$ cat src/rtl/rtc_cal_pkg.sv
package rtc_cal_pkg;

   localparam int NFLD   = 7;
   localparam int RAW_W  = 7;
   localparam int SEC_W  = 6;
   localparam int MIN_W  = 6;
   localparam int HOUR_W = 5;
   localparam int DOM_W  = 5;
   localparam int DOW_W  = 3;
   localparam int MON_W  = 4;
   localparam int YEAR_W = 7;

   // byte addresses of the 16-bit registers
   localparam logic [7:0] A_CTRL = 8'h08;
   localparam logic [7:0] A_STA  = 8'h0A;
   localparam logic [7:0] A_IEN  = 8'h0C;
   localparam logic [7:0] A_MSK  = 8'h10;
   localparam logic [7:0] A_TC0  = 8'h12;
   localparam logic [7:0] A_AL0  = 8'h20;
   localparam logic [7:0] A_PDN  = 8'h36;
   localparam logic [7:0] A_TRG  = 8'h42;

   // control word bits
   localparam int B_PWR    = 0;
   localparam int B_CLR    = 1;
   localparam int B_RSTAL  = 3;
   localparam int B_RELOAD = 5;
   localparam int B_BUSY   = 6;
   // interrupt, mask and pending bits
   localparam int B_ALARM  = 0;
   localparam int B_DOWMSK = 4;
   localparam int B_PEND   = 4;

   typedef struct packed {
      logic [YEAR_W-1:0] year;
      logic [MON_W-1:0]  mon;
      logic [DOW_W-1:0]  dow;
      logic [DOM_W-1:0]  dom;
      logic [HOUR_W-1:0] hour;
      logic [MIN_W-1:0]  mins;
      logic [SEC_W-1:0]  sec;
   } cal_t;

   // index 0 = seconds ... index 6 = year
   typedef logic [NFLD-1:0][RAW_W-1:0] raw_t;

   localparam cal_t CAL_RST = '{year: '0, mon: MON_W'(1), dow: DOW_W'(1),
                                dom: DOM_W'(1), hour: '0, mins: '0, sec: '0};

   function automatic cal_t raw2cal(input raw_t r);
      cal_t c;
      c.sec  = r[0][SEC_W-1:0];
      c.mins = r[1][MIN_W-1:0];
      c.hour = r[2][HOUR_W-1:0];
      c.dom  = r[3][DOM_W-1:0];
      c.dow  = r[4][DOW_W-1:0];
      c.mon  = r[5][MON_W-1:0];
      c.year = r[6][YEAR_W-1:0];
      return c;
   endfunction

   function automatic logic [RAW_W-1:0] cal_fld(input cal_t c, input logic [2:0] idx);
      case (idx)
         3'd0:    return RAW_W'(c.sec);
         3'd1:    return RAW_W'(c.mins);
         3'd2:    return RAW_W'(c.hour);
         3'd3:    return RAW_W'(c.dom);
         3'd4:    return RAW_W'(c.dow);
         3'd5:    return RAW_W'(c.mon);
         default: return RAW_W'(c.year);
      endcase
   endfunction

   function automatic logic [DOM_W-1:0] month_days(input logic [MON_W-1:0] m, input logic leap);
      if (m == MON_W'(2))
         return leap ? DOM_W'(29) : DOM_W'(28);
      else if (m == MON_W'(4) || m == MON_W'(6) || m == MON_W'(9) || m == MON_W'(11))
         return DOM_W'(30);
      else
         return DOM_W'(31);
   endfunction

endpackage

$ cat src/rtl/rtc_cal_calendar.sv
module rtc_cal_calendar
   import rtc_cal_pkg::*;
(
   input  logic clk_i,
   input  logic rst_ni,
   input  logic run_i,
   input  logic load_i,
   input  cal_t load_val_i,
   output cal_t cur_o,
   output cal_t nxt_o
);

   cal_t cur_q;
   cal_t nxt;
   logic c_min, c_hr, c_day, c_mon, c_yr, leap;

   always_comb begin
      nxt   = cur_q;
      leap  = (cur_q.year[1:0] == 2'b00);
      c_min = (cur_q.sec  >= SEC_W'(59));
      c_hr  = c_min && (cur_q.mins >= MIN_W'(59));
      c_day = c_hr  && (cur_q.hour >= HOUR_W'(23));
      c_mon = c_day && (cur_q.dom  >= month_days(cur_q.mon, leap));
      c_yr  = c_mon && (cur_q.mon  >= MON_W'(12));
      nxt.sec = c_min ? '0 : cur_q.sec + SEC_W'(1);
      if (c_min) nxt.mins = c_hr  ? '0 : cur_q.mins + MIN_W'(1);
      if (c_hr)  nxt.hour = c_day ? '0 : cur_q.hour + HOUR_W'(1);
      if (c_day) begin
         nxt.dom = c_mon ? DOM_W'(1) : cur_q.dom + DOM_W'(1);
         nxt.dow = (cur_q.dow >= DOW_W'(7)) ? DOW_W'(1) : cur_q.dow + DOW_W'(1);
      end
      if (c_mon) nxt.mon  = c_yr ? MON_W'(1) : cur_q.mon + MON_W'(1);
      if (c_yr)  nxt.year = cur_q.year + YEAR_W'(1);
   end

   always_ff @(posedge clk_i or negedge rst_ni) begin
      if (!rst_ni)      cur_q <= CAL_RST;
      else if (load_i)  cur_q <= load_val_i;
      else if (run_i)   cur_q <= nxt;
   end

   assign cur_o = cur_q;
   assign nxt_o = nxt;


   sec_wrap_chk: assert property (@(posedge clk_i) disable iff (!rst_ni)
      run_i && !load_i && cur_q.sec == SEC_W'(59) |=> cur_q.sec == '0);


   dow_wrap_chk: assert property (@(posedge clk_i) disable iff (!rst_ni)
      run_i && !load_i && cur_q.sec == SEC_W'(59) && cur_q.mins == MIN_W'(59) &&
      cur_q.hour == HOUR_W'(23) && cur_q.dow == DOW_W'(7) |=> cur_q.dow == DOW_W'(1));

endmodule

$ cat src/rtl/rtc_cal_alarm.sv
module rtc_cal_alarm
   import rtc_cal_pkg::*;
(
   input  logic clk_i,
   input  logic rst_ni,
   input  logic run_i,
   input  logic en_i,
   input  logic dow_mask_i,
   input  cal_t alarm_i,
   input  cal_t nxt_i,
   input  logic rst_alarm_i,
   input  logic clr_pend_i,
   output logic status_o,
   output logic pend_o
);

   logic [NFLD-1:0] eq;
   logic hit, fire;
   logic status_q, pend_q;

   assign eq[0] = (alarm_i.sec  == nxt_i.sec);
   assign eq[1] = (alarm_i.mins == nxt_i.mins);
   assign eq[2] = (alarm_i.hour == nxt_i.hour);
   assign eq[3] = (alarm_i.dom  == nxt_i.dom);
   assign eq[4] = (alarm_i.dow  == nxt_i.dow) || dow_mask_i;
   assign eq[5] = (alarm_i.mon  == nxt_i.mon);
   assign eq[6] = (alarm_i.year == nxt_i.year);

   assign hit  = &eq;
   assign fire = run_i && en_i && hit;

   always_ff @(posedge clk_i or negedge rst_ni) begin
      if (!rst_ni) begin
         status_q <= 1'b0;
         pend_q   <= 1'b0;
      end else begin
         if (fire)             status_q <= 1'b1;
         else if (rst_alarm_i) status_q <= 1'b0;
         if (fire)             pend_q   <= 1'b1;
         else if (clr_pend_i)  pend_q   <= 1'b0;
      end
   end

   assign status_o = status_q;
   assign pend_o   = pend_q;


   alarm_cause_chk: assert property (@(posedge clk_i) disable iff (!rst_ni)
      $rose(status_q) |-> $past(run_i && en_i));


   alarm_reset_chk: assert property (@(posedge clk_i) disable iff (!rst_ni)
      rst_alarm_i && !fire |=> !status_q);


   dow_gate_chk: assert property (@(posedge clk_i) disable iff (!rst_ni)
      !status_q && run_i && !dow_mask_i && alarm_i.dow != nxt_i.dow |=> !status_q);

endmodule

$ cat src/rtl/rtc_cal_commit.sv
module rtc_cal_commit #(
   parameter int unsigned BUSY_CYC = 8
) (
   input  logic clk_i,
   input  logic rst_ni,
   input  logic trig_i,
   output logic busy_o,
   output logic done_o
);

   localparam int unsigned CNT_W = (BUSY_CYC > 1) ? $clog2(BUSY_CYC) : 1;

   initial begin : prm_chk
      assert (BUSY_CYC >= 1);
   end

   logic busy_q;

   generate
      if (BUSY_CYC == 1) begin : g_one
         always_ff @(posedge clk_i or negedge rst_ni) begin
            if (!rst_ni) busy_q <= 1'b0;
            else         busy_q <= trig_i && !busy_q;
         end
         assign done_o = busy_q;
      end else begin : g_cnt
         logic [CNT_W-1:0] cnt_q;
         always_ff @(posedge clk_i or negedge rst_ni) begin
            if (!rst_ni) begin
               busy_q <= 1'b0;
               cnt_q  <= '0;
            end else if (trig_i && !busy_q) begin
               busy_q <= 1'b1;
               cnt_q  <= CNT_W'(BUSY_CYC - 1);
            end else if (busy_q) begin
               if (cnt_q == '0) busy_q <= 1'b0;
               else             cnt_q  <= cnt_q - CNT_W'(1);
            end
         end
         assign done_o = busy_q && (cnt_q == '0);
      end
   endgenerate

   assign busy_o = busy_q;


   busy_start_chk: assert property (@(posedge clk_i) disable iff (!rst_ni)
      $rose(busy_q) |-> $past(trig_i));


   busy_hold_chk: assert property (@(posedge clk_i) disable iff (!rst_ni)
      busy_q && !done_o |=> busy_q);

endmodule

$ cat src/rtl/rtc_cal_core.sv
module rtc_cal_core
   import rtc_cal_pkg::*;
#(
   parameter int unsigned ADDR_W     = 8,
   parameter int unsigned BUSY_CYC   = 8,
   parameter logic [7:0]  UNLOCK_KEY = 8'h43
) (
   input  logic              clk_i,
   input  logic              rst_ni,
   input  logic              tick_i,
   input  logic              wr_en_i,
   input  logic              rd_en_i,
   input  logic [ADDR_W-1:0] addr_i,
   input  logic [15:0]       wdata_i,
   output logic [15:0]       rdata_o,
   output logic              irq_o
);

   localparam int GRP_SPAN = 2 * NFLD;

   initial begin : prm_chk
      assert (ADDR_W >= 7);
   end

   // ---------------- address decode ----------------
   logic [ADDR_W-1:0] tm_off, al_off;
   logic tm_sel, al_sel, even;
   logic [2:0] tm_idx, al_idx;

   assign even   = ~addr_i[0];
   assign tm_off = addr_i - ADDR_W'(A_TC0);
   assign al_off = addr_i - ADDR_W'(A_AL0);
   assign tm_sel = even && addr_i >= ADDR_W'(A_TC0) && tm_off < ADDR_W'(GRP_SPAN);
   assign al_sel = even && addr_i >= ADDR_W'(A_AL0) && al_off < ADDR_W'(GRP_SPAN);
   assign tm_idx = tm_off[3:1];
   assign al_idx = al_off[3:1];

   logic is_ctrl, is_ien, is_msk, is_trg;
   assign is_ctrl = addr_i == ADDR_W'(A_CTRL);
   assign is_ien  = addr_i == ADDR_W'(A_IEN);
   assign is_msk  = addr_i == ADDR_W'(A_MSK);
   assign is_trg  = addr_i == ADDR_W'(A_TRG);

   logic busy, commit_done;
   logic ctrl_ok, trig_go, tm_wr, al_wr, ien_wr, msk_wr;
   logic do_reload, do_rst_alarm, do_clr;

   assign ctrl_ok      = wr_en_i && is_ctrl && (wdata_i[15:8] == UNLOCK_KEY);
   assign trig_go      = wr_en_i && is_trg && wdata_i[0] && !busy;
   assign tm_wr        = wr_en_i && tm_sel;
   assign al_wr        = wr_en_i && al_sel;
   assign ien_wr       = wr_en_i && is_ien;
   assign msk_wr       = wr_en_i && is_msk;
   assign do_reload    = ctrl_ok && wdata_i[B_RELOAD];
   assign do_rst_alarm = ctrl_ok && wdata_i[B_RSTAL];
   assign do_clr       = ctrl_ok && wdata_i[B_CLR];

   // ---------------- staging, pending and live copies ----------------
   raw_t stg_tm, stg_al, pnd_tm, pnd_al;
   logic stg_dirty, stg_ien, stg_msk;
   logic pnd_tm_vld, pnd_ien, pnd_msk;
   cal_t live_al;
   logic live_ien, live_msk;

   always_ff @(posedge clk_i or negedge rst_ni) begin
      if (!rst_ni) begin
         stg_tm    <= '0;
         stg_al    <= '0;
         stg_dirty <= 1'b0;
         stg_ien   <= 1'b0;
         stg_msk   <= 1'b0;
      end else begin
         if (tm_wr)  stg_tm[tm_idx] <= wdata_i[RAW_W-1:0];
         if (al_wr)  stg_al[al_idx] <= wdata_i[RAW_W-1:0];
         if (ien_wr) stg_ien <= wdata_i[B_ALARM];
         if (msk_wr) stg_msk <= wdata_i[B_DOWMSK];
         if (tm_wr)        stg_dirty <= 1'b1;
         else if (trig_go) stg_dirty <= 1'b0;
      end
   end

   always_ff @(posedge clk_i or negedge rst_ni) begin
      if (!rst_ni) begin
         pnd_tm     <= '0;
         pnd_al     <= '0;
         pnd_tm_vld <= 1'b0;
         pnd_ien    <= 1'b0;
         pnd_msk    <= 1'b0;
      end else if (trig_go) begin
         pnd_tm     <= stg_tm;
         pnd_al     <= stg_al;
         pnd_tm_vld <= stg_dirty;
         pnd_ien    <= stg_ien;
         pnd_msk    <= stg_msk;
      end
   end

   always_ff @(posedge clk_i or negedge rst_ni) begin
      if (!rst_ni) begin
         live_al  <= raw2cal('0);
         live_ien <= 1'b0;
         live_msk <= 1'b0;
      end else if (commit_done) begin
         live_al  <= raw2cal(pnd_al);
         live_ien <= pnd_ien;
         live_msk <= pnd_msk;
      end
   end

   rtc_cal_commit #(.BUSY_CYC(BUSY_CYC)) u_commit (
      .clk_i  (clk_i),
      .rst_ni (rst_ni),
      .trig_i (trig_go),
      .busy_o (busy),
      .done_o (commit_done)
   );

   // ---------------- calendar and alarm ----------------
   logic pwr_en_q, cal_load, cal_run;
   cal_t cal_cur, cal_nxt, snap_q;

   assign cal_load = commit_done && pnd_tm_vld;
   assign cal_run  = tick_i && pwr_en_q && !cal_load;

   rtc_cal_calendar u_cal (
      .clk_i      (clk_i),
      .rst_ni     (rst_ni),
      .run_i      (cal_run),
      .load_i     (cal_load),
      .load_val_i (raw2cal(pnd_tm)),
      .cur_o      (cal_cur),
      .nxt_o      (cal_nxt)
   );

   logic al_status, al_pend;

   rtc_cal_alarm u_alarm (
      .clk_i       (clk_i),
      .rst_ni      (rst_ni),
      .run_i       (cal_run),
      .en_i        (live_ien),
      .dow_mask_i  (live_msk),
      .alarm_i     (live_al),
      .nxt_i       (cal_nxt),
      .rst_alarm_i (do_rst_alarm),
      .clr_pend_i  (do_clr),
      .status_o    (al_status),
      .pend_o      (al_pend)
   );

   assign irq_o = al_status;

   always_ff @(posedge clk_i or negedge rst_ni) begin
      if (!rst_ni) begin
         pwr_en_q <= 1'b1;
         snap_q   <= CAL_RST;
      end else begin
         if (ctrl_ok)   pwr_en_q <= wdata_i[B_PWR];
         if (do_reload) snap_q   <= cal_cur;
      end
   end

   // ---------------- read port ----------------
   logic [15:0] rd_val;

   always_comb begin
      rd_val = '0;
      if (is_ctrl) begin
         rd_val[B_PWR]  = pwr_en_q;
         rd_val[B_BUSY] = busy;
      end
      if (addr_i == ADDR_W'(A_STA)) rd_val[B_ALARM]  = al_status;
      if (is_ien)                   rd_val[B_ALARM]  = live_ien;
      if (is_msk)                   rd_val[B_DOWMSK] = live_msk;
      if (addr_i == ADDR_W'(A_PDN)) rd_val[B_PEND]   = al_pend;
      if (tm_sel) rd_val[RAW_W-1:0] = cal_fld(snap_q, tm_idx);
      if (al_sel) rd_val[RAW_W-1:0] = cal_fld(live_al, al_idx);
   end

   always_ff @(posedge clk_i or negedge rst_ni) begin
      if (!rst_ni)      rdata_o <= '0;
      else if (rd_en_i) rdata_o <= rd_val;
   end

   logic unused_bits;
   assign unused_bits = ^{wdata_i, tm_off[0], al_off[0]};


   key_guard_chk: assert property (@(posedge clk_i) disable iff (!rst_ni)
      wr_en_i && is_ctrl && wdata_i[15:8] != UNLOCK_KEY |=> pwr_en_q == $past(pwr_en_q));


   snap_hold_chk: assert property (@(posedge clk_i) disable iff (!rst_ni)
      !(wr_en_i && is_ctrl && wdata_i[15:8] == UNLOCK_KEY && wdata_i[B_RELOAD]) |=> $stable(snap_q));


   live_hold_chk: assert property (@(posedge clk_i) disable iff (!rst_ni)
      !commit_done |=> $stable(live_ien) && $stable(live_msk) && $stable(live_al));


   trig_busy_chk: assert property (@(posedge clk_i) disable iff (!rst_ni)
      busy && wr_en_i && is_trg |=> $stable(pnd_tm) && $stable(pnd_al));

endmodule

$ cat config.mk
export PLATFORM = sky130hd
export DESIGN_NAME = rtc_cal_core
export DESIGN_NICKNAME = d
export VERILOG_FILES = /design/src/rtl/rtc_cal_pkg.sv /design/src/rtl/rtc_cal_calendar.sv /design/src/rtl/rtc_cal_alarm.sv /design/src/rtl/rtc_cal_commit.sv /design/src/rtl/rtc_cal_core.sv
export SDC_FILE = /design/constraint.sdc
export NUM_CORES = 1
export LEC_CHECK = 0
export ABC_CLOCK_PERIOD_IN_PS = 3580
export BUFFER_PORTS_ARGS = -buffer_cell sky130_fd_sc_hd__buf_2
export CAP_MARGIN = 20
export CORE_ASPECT_RATIO = 0.5
export CORE_MARGIN = 4
export CORE_UTILIZATION = 45
export CTS_BUF_LIST = sky130_fd_sc_hd__clkbuf_4
export DETAILED_ROUTE_END_ITERATION = 10
export PLACE_DENSITY_LB_ADDON = 0.1
export RECOVER_POWER = 100
export SLEW_MARGIN = 0
export SYNTH_ARGS = -nofsm -noshare
export SYNTH_HDL_FRONTEND = slang
export SYNTH_SLANG_ARGS = --single-unit
export TNS_END_PERCENT = 10
$ cat constraint.sdc
create_clock -name clk_i -period 3.58 [get_ports clk_i]
set_clock_uncertainty 0.05 [all_clocks]
set_input_delay 0.537 -clock clk_i [delete_from_list [all_inputs] [get_ports clk_i]]
set_output_delay 0.537 -clock clk_i [all_outputs]
set_load 0.03 [all_outputs]
==> results.tsv <==
stage	metric	value	unit
synthesis	Synth area leaders	dfrtp_1 49%, mux2_2 17%, nand2_1 2.5%, ha_1 2.3%, o21ai_0 2.2%	
final_layout	Area Growth Syn to Fin	11.6	%
final_layout	final core utilization	51.8	%
setup_path	CP required	4.23	ns
floorplanning	IO Count	46	
synthesis	Yosys top cell area share	48.9	%
final_layout	most frequent cells in the layout	267 x dfrtp_1, 210 x mux2_2, 93 x nand2_1, 89 x clkbuf_4, 69 x nor2_1	
setup_path	crit-path cells	buf_4 > ha_1 > nor2_1 > o21ai_0 > o21ai_1 > ha_1 > nand2b_4 > a21oi_2 > buf_6 > buf_4 > nor4_2 > clkbuf_1 > nand3_1 > a2111oi_4 > nand4_1 > nand2_1	
global_route	vias in the first global route	10122	
synthesis	top_reg_cell synth	dfrtp_1	
final_layout	ratio of cells with drive above 1 in the final layout	30.1	%
clocking	CTS root buf	clkbuf_4	
synthesis	Async SR Flop Fraction	100	%
clocking	clk buf depth	3	
placed_design	I/O Buffers	35	
power	leak pwr	7.39	nW
floorplanning	Die Span Y	131	um
timing	Fmax	0.290	GHz
power	Max VDD drop	0.000249	V
run	Max-Cap Viols	5	
synthesis	synthesized area per cell	11.3	sq um
clocking	CTS tree	done	
floorplanning	Initial Utilization	46.4	%
setup_path	CP Launch Type	register	
setup_path	CP max-delay cell	dfstp_2	
detailed_routing	DRC Markers	0	
setup_path	crit-path max FO	8	
global_route	total gr overflow	0	
power	Cell Pwr Density	392	nW/um^2
synthesis	Post-Syn Instances	1212	
timing	# setup viols final	0	
setup_path	register-to-register setup slack	0.13	ns
synthesis	Seq cells post-synth	274	
timing	Final Slew Violations	193	
placed_design	RePlAce Congestion	0.927	
detailed_routing	remaining antenna violation count after routing	0	
setup_path	CP endpoint kind	register	
detailed_routing	wire per inst	24.2	um
outcome	failing checks	capacitance limit, slew limit	
worst_hold_path	worst hold start	rd_en_i	
timing	RSZ-0062 raised after global routing	false	
synthesis	EDFF count, synth	0	
setup_path	Crit. path cell count	16	
worst_hold_path	Worst Hold Path EP	rdata_o[1]	
detailed_routing	vias	10298	
setup_path	critical path buffer and inverter count	4	
clocking	Worst-Skew Late Latency	0.77	ns
global_route	GRT Total Usage	25.4	%
placed_design	Final HPWL DP	30400	um
timing	Hold Fails Final Rpt	0	
global_route	largest net degree at the start of global routing	105	
worst_hold_path	Min-Delay Path Class	input pin to register	
synthesis	post-synthesis sequential area ratio	50.2	%
detailed_routing	Via density	5.87	
worst_hold_path	hold depth	2	
clocking	CTS buffer count	61	
synthesis	Synth Cell Area	13700	sq um
floorplanning	Die X	255	um
timing	worst slew pin tran	1.85	ns
detailed_routing	final WL	42500	um
setup_path	reg2reg start	u_cal.cur_o[25]	
timing	Max-slew headroom	-23.0	%
synthesis	Synth warnings	0	
final_layout	FILL cells	2723	
setup_path	Crit Path Class	register to register	
global_route	first-pass GRT wire length	64100	um
synthesis	largest area contributor in the netlist	dfrtp_1	
detailed_routing	first drt pass iteration count	7	
timing	Tcrit/Tclk final	96.2	%
power	total power	5.98	mW
setup_path	depth of the most critical reg-to-reg path	16	
timing	Fin Hold WS	0.0548	ns
final_layout	most common cell after layout, fill and taps aside	dfrtp_1	
clocking	CTS Sinks	274	
timing	final setup margin	0.134	ns
setup_path	Worst R2R End	u_alarm.status_o	
floorplanning	full die area	33400	sq um
timing	setup TNS	0	ns
clocking	CTS HTree Levels	2	
timing	fin crit period	3.45	ns
floorplanning	cell row count	44	
setup_path	CP delay by family, top	simple AND/OR/NAND/NOR gates	
final_layout	nets@finish	1371	
outcome	outcome	finished, violations left	
floorplanning	Core ar.	29500	sq um
setup_path	CP arrival	4.10	ns
setup_path	CP max stage delay	0.53	ns
global_route	antenna violations before repair	2	
clocking	clk slew on worst S/H paths	0.07	ns
detailed_routing	DRT iter0 DRCs	1112	
synthesis	synth unique cells	73	
placed_design	Placement Setup Slack	-0.0131	ns
how the worst max path moves through the flow:
stage | endpoint | slack [ns] | startpoint
global route | u_alarm.pend_o | 0.02 | u_cal.cur_o[25]
CTS | u_alarm.pend_o | 0.01 | u_cal.cur_o[25]
detailed placement | u_alarm.pend_o | -0.01 | u_cal.cur_o[25]
floorplan | u_alarm.pend_o | 0.33 | u_cal.cur_o[25]
global placement | u_alarm.pend_o | -0.01 | u_cal.cur_o[25]
finish | u_alarm.status_o | 0.13 | u_cal.cur_o[25]
synthesized netlist by cell type, drive strengths merged, types with 13 or more instances:
cell    count
a21oi      51
a22oi      13
a31oi      22
buf        33
clkbuf     45
dfrtp     267
ha         25
inv        25
mux2      220
nand2      94
nand3      42
nor2       70
nor3       21
nor4       14
o21ai      66
xnor2      21
xor2       13
per-layer routing:
layer  up-vias  share of wire [%]  track usage, %  wire [um]
met5         -                  0               0          0
met4         0                1.5            5.08        621
met3        61                9.1            8.23       3860
met2       344                 40            34.0      16900
met1      5245                 50            40.0      21100
li1       4648                  -               -          -
logic make-up after synthesis:
group / share of synthesized area [%]
DFF: 50.2
other: 0.0274
adders and majority gates: 2.29
xor gates and xnor gates: 2.18
buffers and inverters: 3.45
muxes: 18.6
and+or+nand+nor: 11.8
AOI/OAI and AO/OA: 11.4
repair_timing:
| item | in CTS | in global routing |
|---|---|---|
| endpoints found under the setup margin | 2 | 2 |
| resized for setup | 2 | 5 |
| cloned | 0 | 0 |
| endpoints found under the hold margin | 94 | 0 |
| hold buffers | 2 | 0 |
| setup buffers | 0 | 3 |
| pin swaps | 0 | 5 |
flip-flops by register name (all words and copies together), names as in the netlist, 3 cells and up:
name and flops:
u_cal.cur_o 36, u_commit.g_cnt.cnt_q 3, stg_tm 36, pnd_al 36, live_al 36, stg_al 36
snap_q 36, pnd_tm 36, rdata_o 7
where the power goes:
part	switching, mW	internal (mW)
sequential	0.0336	3.16
clock	1.28	1.14
combinational	0.257	0.121
metrics by stage:
stage,instances,instance area [sq um]
final,1753,15300
after global routing,1752,15300
after CTS,1749,15400
after detailed placement,1640,14600
after global placement,1640,14600
after floorplan,1220,13700
final cells by class:
type / count / area (sq um) / area share [%]
diodes: 1 / 2.50 / 0.0164
clock buffers: 89 / 668 / 4.38
clock inverters: 18 / 77.6 / 0.508
inverters: 25 / 93.8 / 0.615
multi-input cells: 843 / 6370 / 41.7
flip-flops and latches: 274 / 6870 / 45.0
well taps: 391 / 489 / 3.20
repair buffers: 112 / 701 / 4.59
worst reg2reg max path, delay by kind of cell (launching register included):
kind                       cells  cell delay [ns]
buffers and inverters          4             0.69
DFF                            1             0.53
AOI/OAI and AO/OA              4             0.72
and+or+nand+nor                6             0.99
adders and majority gates      2             0.45
No activity file was read; power rests on OpenSTA's default activity.
